## src/rtl/servo_pkg.sv

```systemverilog
package servo_pkg;

    typedef enum logic [0:0] {
        ST_HALT = 1'b0,
        ST_RUN  = 1'b1
    } servo_state_e;

    localparam int unsigned ADDR_PERIOD  = 0;
    localparam int unsigned ADDR_CONFIG  = 1;
    localparam int unsigned ADDR_ON_BASE = 2;

endpackage

```

## src/rtl/servo_regfile.sv

```systemverilog
module servo_regfile
    import servo_pkg::*;
#(
    parameter int N_CH   = 8,
    parameter int DATA_W = 32,
    parameter int ADDR_W = 4
) (
    input  logic                           clk,
    input  logic                           rst_n,
    input  logic                           we,
    input  logic [ADDR_W-1:0]              addr,
    input  logic [DATA_W-1:0]              wdata,
    output logic [DATA_W-1:0]              rdata,
    output logic [DATA_W-1:0]              period_o,
    output logic [N_CH-1:0][DATA_W-1:0]    on_o,
    output logic [N_CH-1:0]                ch_en_o,
    output logic                           glob_en_o
);
    localparam int GLOB_BIT = DATA_W - 1;

    logic [DATA_W-1:0]           period_q;
    logic [N_CH-1:0][DATA_W-1:0] on_q;
    logic [N_CH-1:0]             ch_en_q;
    logic                        glob_q;

    always_ff @(posedge clk or negedge rst_n) begin
        if (!rst_n) begin
            period_q <= '0;
            on_q     <= '0;
            ch_en_q  <= '0;
            glob_q   <= 1'b0;
        end else if (we) begin
            if (addr == ADDR_W'(ADDR_PERIOD)) begin
                period_q <= wdata;
            end
            if (addr == ADDR_W'(ADDR_CONFIG)) begin
                ch_en_q <= wdata[N_CH-1:0];
                glob_q  <= wdata[GLOB_BIT];
            end
            for (int i = 0; i < N_CH; i++) begin
                if (addr == ADDR_W'(ADDR_ON_BASE + i)) begin
                    on_q[i] <= wdata;
                end
            end
        end
    end

    always_comb begin
        rdata = '0;
        if (addr == ADDR_W'(ADDR_PERIOD)) begin
            rdata = period_q;
        end
        if (addr == ADDR_W'(ADDR_CONFIG)) begin
            rdata[N_CH-1:0] = ch_en_q;
            rdata[GLOB_BIT] = glob_q;
        end
        for (int i = 0; i < N_CH; i++) begin
            if (addr == ADDR_W'(ADDR_ON_BASE + i)) begin
                rdata = on_q[i];
            end
        end
    end

    assign period_o  = period_q;
    assign on_o      = on_q;
    assign ch_en_o   = ch_en_q;
    assign glob_en_o = glob_q;

endmodule

```

## src/rtl/servo_frame_ctrl.sv

```systemverilog
module servo_frame_ctrl
    import servo_pkg::*;
#(
    parameter int DATA_W = 32
) (
    input  logic              clk,
    input  logic              rst_n,
    input  logic              glob_en,
    input  logic [DATA_W-1:0] period_in,
    output servo_state_e      state_o,
    output logic [DATA_W-1:0] cnt_o,
    output logic [DATA_W-1:0] act_period_o,
    output logic              load_o
);
    servo_state_e      state_q, state_d;
    logic [DATA_W-1:0] cnt_q;
    logic [DATA_W-1:0] act_period_q;
    logic              last_tick;
    logic              load;

    assign last_tick = (act_period_q <= DATA_W'(1)) ||
                       (cnt_q == act_period_q - DATA_W'(1));

    // next state and load strobe
    always_comb begin
        state_d = state_q;
        load    = 1'b0;
        unique case (state_q)
            ST_HALT: begin
                if (glob_en) begin
                    state_d = ST_RUN;   // GO
                    load    = 1'b1;
                end
            end
            ST_RUN: begin
                if (!glob_en) begin
                    state_d = ST_HALT;  // STOP
                end else if (last_tick) begin
                    load    = 1'b1;     // WRAP
                end
            end
            default: state_d = ST_HALT;
        endcase
    end

    // state register with counter and staged period
    always_ff @(posedge clk or negedge rst_n) begin
        if (!rst_n) begin
            state_q      <= ST_HALT;
            cnt_q        <= '0;
            act_period_q <= '0;
        end else begin
            state_q <= state_d;
            if (state_d == ST_HALT || load) begin
                cnt_q <= '0;
            end else begin
                cnt_q <= cnt_q + DATA_W'(1);
            end
            if (load) begin
                act_period_q <= period_in;
            end
        end
    end

    assign state_o      = state_q;
    assign cnt_o        = cnt_q;
    assign act_period_o = act_period_q;
    assign load_o       = load;

endmodule

```

## src/rtl/servo_chan.sv

```systemverilog
module servo_chan #(
    parameter int DATA_W = 32
) (
    input  logic              clk,
    input  logic              rst_n,
    input  logic              load,
    input  logic [DATA_W-1:0] on_in,
    input  logic              enable,
    input  logic              active,
    input  logic [DATA_W-1:0] cnt,
    output logic              pulse
);
    logic [DATA_W-1:0] act_on_q;

    always_ff @(posedge clk or negedge rst_n) begin
        if (!rst_n) begin
            act_on_q <= '0;
        end else if (load) begin
            act_on_q <= on_in;
        end
    end

    assign pulse = active && enable && (cnt < act_on_q);

endmodule

```

## src/rtl/servo_pulse_bank.sv

```systemverilog
module servo_pulse_bank
    import servo_pkg::*;
#(
    parameter int N_CH   = 8,
    parameter int DATA_W = 32,
    parameter int ADDR_W = 4
) (
    input  logic              clk,
    input  logic              rst_n,
    input  logic              reg_we,
    input  logic [ADDR_W-1:0] reg_addr,
    input  logic [DATA_W-1:0] reg_wdata,
    output logic [DATA_W-1:0] reg_rdata,
    output logic [N_CH-1:0]   pulse_o
);
    logic [DATA_W-1:0]           period_reg;
    logic [N_CH-1:0][DATA_W-1:0] on_reg;
    logic [N_CH-1:0]             ch_en;
    logic                        glob_en;
    servo_state_e                state_q;
    logic [DATA_W-1:0]           frame_cnt;
    logic [DATA_W-1:0]           act_period;
    logic                        frame_load;
    logic                        run_active;

    servo_regfile #(.N_CH(N_CH), .DATA_W(DATA_W), .ADDR_W(ADDR_W)) u_regs (
        .clk       (clk),
        .rst_n     (rst_n),
        .we        (reg_we),
        .addr      (reg_addr),
        .wdata     (reg_wdata),
        .rdata     (reg_rdata),
        .period_o  (period_reg),
        .on_o      (on_reg),
        .ch_en_o   (ch_en),
        .glob_en_o (glob_en)
    );

    servo_frame_ctrl #(.DATA_W(DATA_W)) u_frame (
        .clk          (clk),
        .rst_n        (rst_n),
        .glob_en      (glob_en),
        .period_in    (period_reg),
        .state_o      (state_q),
        .cnt_o        (frame_cnt),
        .act_period_o (act_period),
        .load_o       (frame_load)
    );

    assign run_active = (state_q == ST_RUN) && glob_en;

    for (genvar g = 0; g < N_CH; g++) begin : g_chan
        servo_chan #(.DATA_W(DATA_W)) u_chan (
            .clk    (clk),
            .rst_n  (rst_n),
            .load   (frame_load),
            .on_in  (on_reg[g]),
            .enable (ch_en[g]),
            .active (run_active),
            .cnt    (frame_cnt),
            .pulse  (pulse_o[g])
        );
    end

endmodule

```

## config.mk

```make
export PLATFORM = sky130hd
export DESIGN_NAME = servo_pulse_bank
export DESIGN_NICKNAME = d
export VERILOG_FILES = /design/src/rtl/servo_pkg.sv /design/src/rtl/servo_regfile.sv /design/src/rtl/servo_frame_ctrl.sv /design/src/rtl/servo_chan.sv /design/src/rtl/servo_pulse_bank.sv
export SDC_FILE = /design/constraint.sdc
export NUM_CORES = 1
export LEC_CHECK = 0
export BUFFER_PORTS_ARGS = -buffer_cell sky130_fd_sc_hd__buf_4
export CAP_MARGIN = 10
export CELL_PAD_IN_SITES_DETAIL_PLACEMENT = 0
export CELL_PAD_IN_SITES_GLOBAL_PLACEMENT = 1
export CORE_ASPECT_RATIO = 1.1
export CORE_MARGIN = 5
export CORE_UTILIZATION = 56
export DETAILED_ROUTE_END_ITERATION = 10
export PLACE_DENSITY_LB_ADDON = 0.1
export SYNTH_ARGS = -nofsm -noshare
export SYNTH_HDL_FRONTEND = slang
export SYNTH_SLANG_ARGS = --single-unit
```

## constraint.sdc

```tcl
create_clock -name clk -period 6.5 [get_ports clk]
set_input_delay 0.325 -clock clk [delete_from_list [all_inputs] [get_ports clk]]
set_output_delay 0.325 -clock clk [all_outputs]
set_load 0.05 [all_outputs]
```

Yosys cells after proc, flatten, opt, wreduce, memory -nomap -nowiden
Index checks and enable logic that the tools add are counted.
{ "word_totals": {"wordCells": 91, "in_bits": 39, "out_inout_bits": 40, "reg_bits": 618} }
{ "op_classes": {"n_addsub": 2, "magnitude_cmp": 9, "n_reduce_logical": 30, "n_mux": 16, "eq_ne": 10, "bitwise": 2} }
{ "ops": {"columns": ["op", "count"], "rows": [
  ["$mux W32", 10],
  ["$lt A32 B32 Y1", 8],
  ["$add A32 B1 Y32 const B", 1],
  ["$eq A32 B32 Y1", 1],
  ["$le A32 B1 Y1 const B", 1],
  ["$sub A32 B1 Y32 const B", 1],
  ["$reduce_and A2 Y1", 10],
  ["$logic_and A1 B1 Y1", 17],
  ["$eq A4 B3 Y1 const B", 4],
  ["$eq A4 B2 Y1 const B", 2],
  ["$eq A4 B4 Y1 const B", 2],
  ["$mux W8", 1],
  ["$eq A4 B1 Y1 const B", 1],
  ["$logic_not A4 Y1", 1],
  ["$mux W1", 4],
  ["$logic_or A1 B1 Y1", 2],
  ["$not A1 Y1", 2],
  ["$pmux W1 S2", 1]
]} }

Logic depth before layout (Yosys ltp)
Gate-level depths: netlist (run 1).
{ "logic_depth": {"depth_word": 11, "ltp_mapped": 15, "mapped_depth_nobuf": 11} }

By module
From an unflattened synthesis (run 1), not the netlist that was laid out.
{ "unflattened": {"hier_cells": 3148, "area_unflattened_um2": 33096.7} }
{ "modules_own_cells": {"columns": ["mod", "n_inst", "area_each_um2", "cells_per_inst", "seq_area_each_um2"], "rows": [
  ["servo_chan", 8, 1895.6, 213, 800.8],
  ["servo_regfile", 1, 13790.7, 1032, 7432.1],
  ["servo_frame_ctrl", 1, 4135.2, 411, 1626.6],
  ["servo_pulse_bank", 1, 6.3, 1, 0.0]
]} }

Least setup slack after synthesis (run 1)
No wires, ideal clock.
{ "synth_timing": {"path_kind": "register to register", "startpoint": "register u_frame.act_period_q[0] (netlist: u_frame.act_period_o[0])", "endpoint": "register g_chan[0].u_chan.act_on_q[0]", "n_path_buf": 4, "required_ns": 6.375, "synth_period_minus_slack_ns": 3.790, "stages_incl_launch_ff": 15, "setup_ns": 0.125, "setup_slack_ns": 2.710, "arrival_time_ns": 3.665, "path_cell_list": "dfrtp_1 -> inv_1 -> ha_1 -> or3b_1 -> clkbuf_1 -> nor4_1 -> mux2_2 -> nor4_1 -> o2111ai_1 -> or4_4 -> a31o_1 -> buf_2 -> buf_6 -> buf_6 -> mux2_4"} }
{ "synth_via": {"elab_chain_len": 6, "elab_cells_between_ends": 7, "cone_classes": "add/sub: 1; order compare: 1; eq/ne: 1; mux: 3; reduce/logical: 1"} }
{ "synth_rtl": {"columns": ["element", "line_no", "rtl"], "rows": [
  ["start, declared", "servo_frame_ctrl.sv:17", "logic [DATA_W-1:0] act_period_q;"],
  ["start signal, assigned", "servo_frame_ctrl.sv:60", "act_period_q <= period_in;"],
  ["$sub A32 B1 Y32", "servo_frame_ctrl.sv:22", "(cnt_q == act_period_q - DATA_W'(1));"],
  ["$eq A32 B32 Y1", "servo_frame_ctrl.sv:22", null],
  ["$logic_or A1 B1 Y1 *", "servo_frame_ctrl.sv:21", "assign last_tick = (act_period_q <= DATA_W'(1)) ||"],
  ["$mux W1 *", "servo_frame_ctrl.sv:38", "end else if (last_tick) begin"],
  ["$mux W1 *", "servo_frame_ctrl.sv:36", "if (!glob_en) begin"],
  ["$pmux W1 S2 *", "servo_frame_ctrl.sv:28", "unique case (state_q)"],
  ["end signal, assigned", "servo_chan.sv:19", "act_on_q <= on_in;"],
  ["end, declared", "servo_chan.sv:13", "logic [DATA_W-1:0] act_on_q;"]
]} }
Every way passes the cells marked *; elsewhere a longest branch is shown, timed or not.
A chain may end at the register's enable or synchronous reset.

Worst setup path in the final report (run 1)
{ "layout_timing": {"startpoint": "register u_frame.cnt_q[1] (netlist: u_frame.cnt_o[1])", "endpoint": "output port pulse_o[0]"} }
{ "layout_via": {"elab_chain_len": 2} }
{ "layout_rtl": {"columns": ["element", "line_no", "rtl"], "rows": [
  ["start, declared", "servo_frame_ctrl.sv:16", "logic [DATA_W-1:0] cnt_q;"],
  ["start signal, assigned", "servo_frame_ctrl.sv:57", "cnt_q <= cnt_q + DATA_W'(1);"],
  ["$lt A32 B32 Y1", "servo_chan.sv:23", "assign pulse = active && enable && (cnt < act_on_q);"],
  ["$logic_and A1 B1 Y1", "servo_chan.sv:23", null],
  ["end, declared", "servo_pulse_bank.sv:14", "output logic [N_CH-1:0] pulse_o"]
]} }
Every way passes these cells.

==> key figures, run 1 <==
Status
  • Status: finished clean

Clocking
  • CTS tree: yes
  • Clock sink count: between 600 and 700
  • Postcts setup bufs: 0
  • Max clock buf depth: 3
  • CTS buffer count: 69
  • Clk_lat worst skew: 0.62 ns
  • CTS H-tree depth: 3
  • Clock transition at path regs: about 0.060 ns
  • CTS root buffer: clkbuf_16

Placement
  • Number of buffers added on ports: around 80
  • Gp weighted congestion: around 0.9
  • Pre-CTS setup slack: between 1.5 and 2 ns
  • Post-DP HPWL: between 60000 and 70000 um

Hold path
  • Hold/Removal Path Class: input pin to flop

Drt
  • Post-Route WL: 93500 um
  • Average wire per standard cell: roughly 26 um
  • Antenna-violating nets left: 0
  • Post-route DRC: 0
  • Vias/cell: between 6 and 7
  • DRT Pass-1 Iters: 8
  • Via count: 22200
  • Starting DRT DRC Count: 1705

Synth
  • Post-Syn Area: around 33000 um^2
  • Synth top area cells: dfrtp_1 46%, mux2_2 13%, mux2_4 9.8%
  • Post-synth EDFFs: 0
  • Yosys warnings: 0
  • Post-synth top cells: 618 x dfrtp_1, 374 x mux2_2, 266 x inv_1
  • Syn_area_per_cell: between 10 and 15 um^2
  • Ys flop type: dfrtp_1
  • Mapped Cells: ~2700
  • Leading area contributor after synthesis: dfrtp_1
  • Seq cells post-synth: 618
  • Post-synth net total: 3036
  • Post-synthesis async set-or-reset flop share: 1.00
  • Seq/Total Area, Yosys: 0.463
  • Netlist cell types: 62
  • Most common cell in the netlist: dfrtp_1
  • Yosys top cell area share: 0.463

Timing
  • Slew HR: 0.192
  • Final period utilization: 0.753
  • Setup TNS: 0 ns
  • Fmax achieved: 204 MHz
  • Final Hold Viols: 0
  • Min cycle time layout: ~4.9 ns
  • Setup Viol. Count Final: 0
  • Worst Tran Pin Value: roughly 1.2 ns
  • Slew Viols, Final: 0
  • Clock skew: 0.0176 ns
  • Worst setup margin: approximately 1.6 ns
  • RSZ-0062 raised after global routing: false
  • Minimum hold slack: between 0.03 and 0.04 ns

GRT
  • Global route total overflow: 0
  • Initial antenna violation count: 0
  • Vias in the first global route: 23100
  • First-pass GRT wire length: approximately 140000 um
  • Largest net degree at the start of global routing: approximately 190
  • Total GRT Usage: 0.288

Critical path
  • CP peak stage delay: roughly 0.76 ns
  • Cell chain of the critical path: ha_1 > a21o_1 > a21o_1 > a211o_1 > a21oi_1 > o21ai_0 > a31oi_1 > o21ai_0 > a21oi_1 > buf_4
  • Critical Path Sink Type: primary output
  • CP top delay family: compound AO/OA/AOI/OAI gates
  • Worst path required time: approximately 6 ns
  • Setup Crit Path Kind: flop to primary output
  • Crit start category: flop
  • CP Max Fanout: 11
  • WP buf/inv: 1
  • Critical path data arrival time: roughly 4.6 ns
  • CP max-delay cell: a31oi_1

Floorplanning
  • Core area: just under 60000 um^2
  • Die ar.: 64700 um^2
  • Die height: between 200 and 300 um
  • # rows: 94
  • Die span in x: ~240 um
  • Starting density of the core: 0.561
  • IO Pins: 79

Power and ir drop
  • Final Total Pwr: 14.8 mW
  • Peak VDD IR: about 0.34 mV
  • Leakage Power: about 19 nW
  • PwrDens: ~400 nW/um^2

Layout
  • Synthesis-to-layout area growth: 11.4%
  • Share of cells above drive strength 1: 0.295
  • Area of the multi-input gates: between 15000 and 20000 um^2
  • Seq. cell area: 15500 um^2
  • Final Net Count: between 3000 and 4000
  • Diodes inserted: 0
  • Final Util: 0.625
  • Fill cells: between 4000 and 5000

Job
  • Max Cap Viol: 0
==> worst register-to-register path, delay by kind of cell (launching register included) <==
kind	cells	cell delay, ns
compound gates	4	1.53
simple gates	4	1.17
buf+inv	2	0.79
flops	1	0.46
mux	1	0.43
fa+ha+maj	1	0.22
==> placed cells by master, fill, tap and decap left out, types with 8 or more instances in the layout <==
master	instances
a21oi_1	86
nand2_2	8
clkbuf_8	19
a221oi_1	11
o21ai_0	64
nand4_1	51
nor2_1	97
a211oi_1	10
nor2b_1	24
nand2_1	64
xor2_1	30
and4_1	11
ha_1	251
mux2_2	374
a222oi_1	36
clkbuf_1	17
buf_4	118
nand3_1	48
a22o_1	8
a21o_1	83
clkbuf_16	73
nor3_1	28
xnor2_1	37
nand4b_1	8
a31oi_1	24
mux2_4	219
nor4_1	13
a221o_1	12
a22oi_1	35
dfrtp_1	618
and3_1	9
inv_1	266
nand2b_1	17
==> registers in the layout (all words and copies together) (netlist names) <==
register / count
g_chan.u_chan.act_on_q: 256
u_frame.act_period_o: 32
u_frame.cnt_o: 32
u_frame.state_o: 1
u_regs.ch_en_o: 8
u_regs.glob_en_o: 1
u_regs.on_o: 256
u_regs.period_o: 32
==> metal layers <==
layer	share of wire	global-route usage	wire length [um]
met1	0.44	0.399	41100
met2	0.47	0.470	44200
met3	0.055	0.0424	5130
met4	0.034	0.0992	3160
met5	0	0	0
==> through the flow <==
step                      cells  area (um^2)
after floorplan            2746        33400
after global placement     3511        34700
after detailed placement   3511        34700
after CTS                  3642        37200
after global routing       3642        37200
final                      3642        37200
==> timing repair <==
action | 4_1_cts | 5_1_grt
endpoints found under the hold margin | 98 | 0
hold buffers | 6 | 0
gates resized for setup | 0 | 0
==> final cells by class <==
type                       count  share of cell area
inverter                     266              0.0268
sequential                   618               0.416
timing repair buffer         131              0.0290
tap                          768              0.0258
clock inverter                16             0.00696
clock buffer                 109              0.0578
multi-input combinational   1734               0.438
==> cells by family after synthesis <==
kind of cell             after synthesis  synth area share
AND/OR/NAND/NOR                      413            0.0644
XOR/XNOR                              67            0.0176
AO/OA/AOI/OAI                        403            0.0834
multiplexers                         600             0.227
buffers and inverters                394            0.0513
flip-flops                           618             0.463
adder cells (fa/ha/maj)              251            0.0940
==> power breakdown <==
part,switching (mW),internal (mW)
Sequential,1.03,5.15
Clock,1.61,2.51
Combinational,2.04,2.43
==> final timing paths <==
path / from / to / slack, ns / cells past startpoint
worst max-delay path: u_frame.cnt_o[1] / pulse_o[0] / 1.61 / 10
worst min-delay path: reg_wdata[29] / u_regs.period_o[29] / 0.03 / 2
worst max register to register: u_frame.act_period_o[0] / g_chan[5].u_chan.act_on_q[31] / 1.79 / 12
worst min register to register: g_chan[3].u_chan.act_on_q[7] / g_chan[3].u_chan.act_on_q[7] / 0.50 / 1
max in group asynchronous: rst_n / g_chan[5].u_chan.act_on_q[29] / 4.65 / 3
min in group asynchronous: rst_n / u_regs.on_o[234] / 0.29 / 2
(Power assumes the default switching activity.)
==> inputs of run 2 (changes only) <==
- ABC_AREA: default -> 1
- CORE_UTILIZATION: 56 -> 48
- clock period: 6.5 -> 5.06 ns (I/O delays scaled with it)
==> key figures, run 2 <==
Critical path
  • CP Max Fanout: 12
  • Worst path required time: ~4.8 ns
  • Setup Crit Path Kind: flop to primary output
  • Critical path data arrival time: ~3.6 ns
  • Critical Path Sink Type: primary output
  • Crit start category: flop

Placement
  • Number of buffers added on ports: between 70 and 80
  • Post-DP HPWL: around 72000 um
  • Gp weighted congestion: 0.869

Layout
  • Diodes inserted: 0
  • Share of cells above drive strength 1: 0.0621
  • Most frequent cells in the layout: 1288 x nand2_1, 617 x dfrtp_1, 376 x inv_1
  • Fill cells: roughly 6600
  • Most common cell after layout, fill and taps aside: nand2_1
  • Synthesis-to-layout area growth: 11.0%
  • Final Net Count: about 4300

Drt
  • Highest Signal Layer: met4
  • Vias/cell: around 5.5
  • Met2 wire length: about 46000 um
  • Via count: between 20000 and 30000
  • Post-Route WL: just over 100000 um
  • Starting DRT DRC Count: about 2300
  • Antenna-violating nets left: 0
  • DRT Pass-1 Iters: 7
  • Met3 WL post-DR: ~6600 um
  • M1 WL: around 48000 um
  • Average wire per standard cell: slightly above 20 um
  • Post-route DRC: 0

Floorplanning
  • Starting density of the core: 0.486
  • Core area: just under 70000 um^2
  • Die span in x: roughly 260 um
  • Die height: roughly 290 um
  • # rows: 100
  • Die ar.: around 74000 um^2
  • IO Pins: just under 80

Timing
  • Slew Viols, Final: 0
  • Fmax achieved: roughly 260 MHz
  • Min cycle time layout: 3.81 ns
  • Setup TNS: 0 ns
  • Final Hold Viols: 0
  • Clock skew: about 0.025 ns
  • Final period utilization: 0.754
  • Setup Viol. Count Final: 0
  • Slew HR: 0.292
  • Worst Tran Pin Value: 1.06 ns
  • RSZ-0062 raised after global routing: false

GRT
  • Initial antenna violation count: 0
  • Vias in the first global route: around 27000
  • First-pass GRT wire length: approximately 160000 um
  • Total GRT Usage: 0.279
  • Largest net degree at the start of global routing: roughly 200
  • Global route total overflow: 0

Clocking
  • Max clock buf depth: 3
  • CTS tree: yes
  • Postcts setup bufs: 0
  • Clock transition at path regs: 0.06 ns
  • CTS buffer count: between 70 and 80
  • Clk_lat worst skew: 0.62 ns
  • CTS root buffer: clkbuf_16
  • Clock sink count: slightly above 600
  • CTS H-tree depth: 3

Synth
  • Mapped Cells: about 4100
  • Seq/Total Area, Yosys: 0.468
  • Yosys warnings: 0
  • Seq cells post-synth: just over 600
  • Ys flop type: dfrtp_1
  • Post-synth net total: about 4300
  • Post-synthesis async set-or-reset flop share: 1.00
  • Post-synth top cells: 1298 x nand2_1, 618 x dfrtp_1, 377 x inv_1
  • Leading area contributor after synthesis: dfrtp_1
  • Most common cell in the netlist: nand2_1
  • Netlist cell types: 49
  • Post-synth EDFFs: 0
  • Post-Syn Area: between 30000 and 40000 um^2
  • Synth top area cells: dfrtp_1 47%, nand2_1 15%, ha_1 9.5%
  • Yosys top cell area share: 0.468
  • Syn_area_per_cell: ~8 um^2

Power and ir drop
  • PwrDens: approximately 510 nW/um^2
  • Final Total Pwr: around 19 mW
  • Leakage Power: roughly 19 nW
  • Peak VDD IR: 0.309 mV

Job
  • Max Cap Viol: 0

Status
  • Status: finished clean

Hold path
  • Hold/Removal Path Class: input pin to flop
[run 2: area by class of cell]
cell class | count | area (um^2) | share of cell area
sequential | 618 | 15500 | 0.422
multi-input combinational | 2861 | 15200 | 0.415
clock buffer | 103 | 2070 | 0.0565
inverter | 382 | 1430 | 0.0391
tap | 918 | 1150 | 0.0313
timing repair buffer | 124 | 1040 | 0.0284
clock inverter | 21 | 279 | 0.00761
[run 2: metal layers]
layer	up-vias	track usage
li1	13300	-
met2	738	0.427
met5	-	0
met3	147	0.0473
met1	13400	0.415
met4	0	0.0734
[run 2: cell families (layout without fill, tap and decap cells)]
| kind of cell | count (synthesis) | in the layout | share of synthesized area |
|---|---|---|---|
| AND/OR/NAND/NOR | 1932 | 1932 | 0.243 |
| adder cells (fa/ha/maj) | 251 | 251 | 0.0951 |
| XOR/XNOR | 54 | 54 | 0.0160 |
| buffers and inverters | 574 | 630 | 0.0732 |
| flip-flops | 618 | 618 | 0.468 |
| AO/OA/AOI/OAI | 624 | 624 | 0.104 |
[run 2: worst max-delay path: stages, from the launching register on]
cell and delay, ns:
dfrtp_1 0.63, ha_1 0.41, a21oi_1 0.06, o21ai_0 0.32, nand4_1 0.13, o211ai_1 0.32, nand3_1 0.28, a211oi_1 0.41
nor3_1 0.16, buf_4 0.23
[run 2: final timing paths]
kind                                                    start                            end  slack [ns]  cells after the start
worst max-delay path                         u_frame.cnt_o[1]                     pulse_o[3]        1.25                      9
worst min-delay path                            reg_wdata[27]               u_regs.on_o[219]        0.09                      3
worst min register to register  g_chan[7].u_chan.act_on_q[11]  g_chan[7].u_chan.act_on_q[11]        0.47                      2
max in group asynchronous                               rst_n  g_chan[5].u_chan.act_on_q[26]        3.39                      3
min in group asynchronous                               rst_n   g_chan[3].u_chan.act_on_q[2]        0.34                      2
worst max register to register        u_frame.act_period_o[0]       u_frame.act_period_o[15]        1.52                     16
[run 2: repair_timing]
item,in CTS,in global routing
hold buffers,1,0
endpoints found under the hold margin,104,0
resized for setup,0,0
[run 2: power by group]
part / leakage [nW] / total (mW) / switching [mW] / internal [mW]
clock network: 1.15 / 5.26 / 2.11 / 3.15
logic: 9.63 / 5.78 / 3.80 / 1.98
registers: 7.97 / 7.73 / 1.17 / 6.56
total: 18.7 / 18.8 / 7.08 / 11.7
[run 2: per-stage QoR]
step	util	cell area [um^2]	setup slack [ns]	std cells	hold slack, ns
4_1_cts	0.540	36700	1.21	5027	0.0743
6_report	0.540	36700	1.25	5027	0.0926
5_1_grt	0.540	36700	1.12	5027	0.113
2_1_floorplan	-	33000	2.53	4053	-0.0426
3_3_place_gp	0.505	34300	1.55	4902	0.413
3_5_place_dp	0.505	34300	1.55	4902	0.422
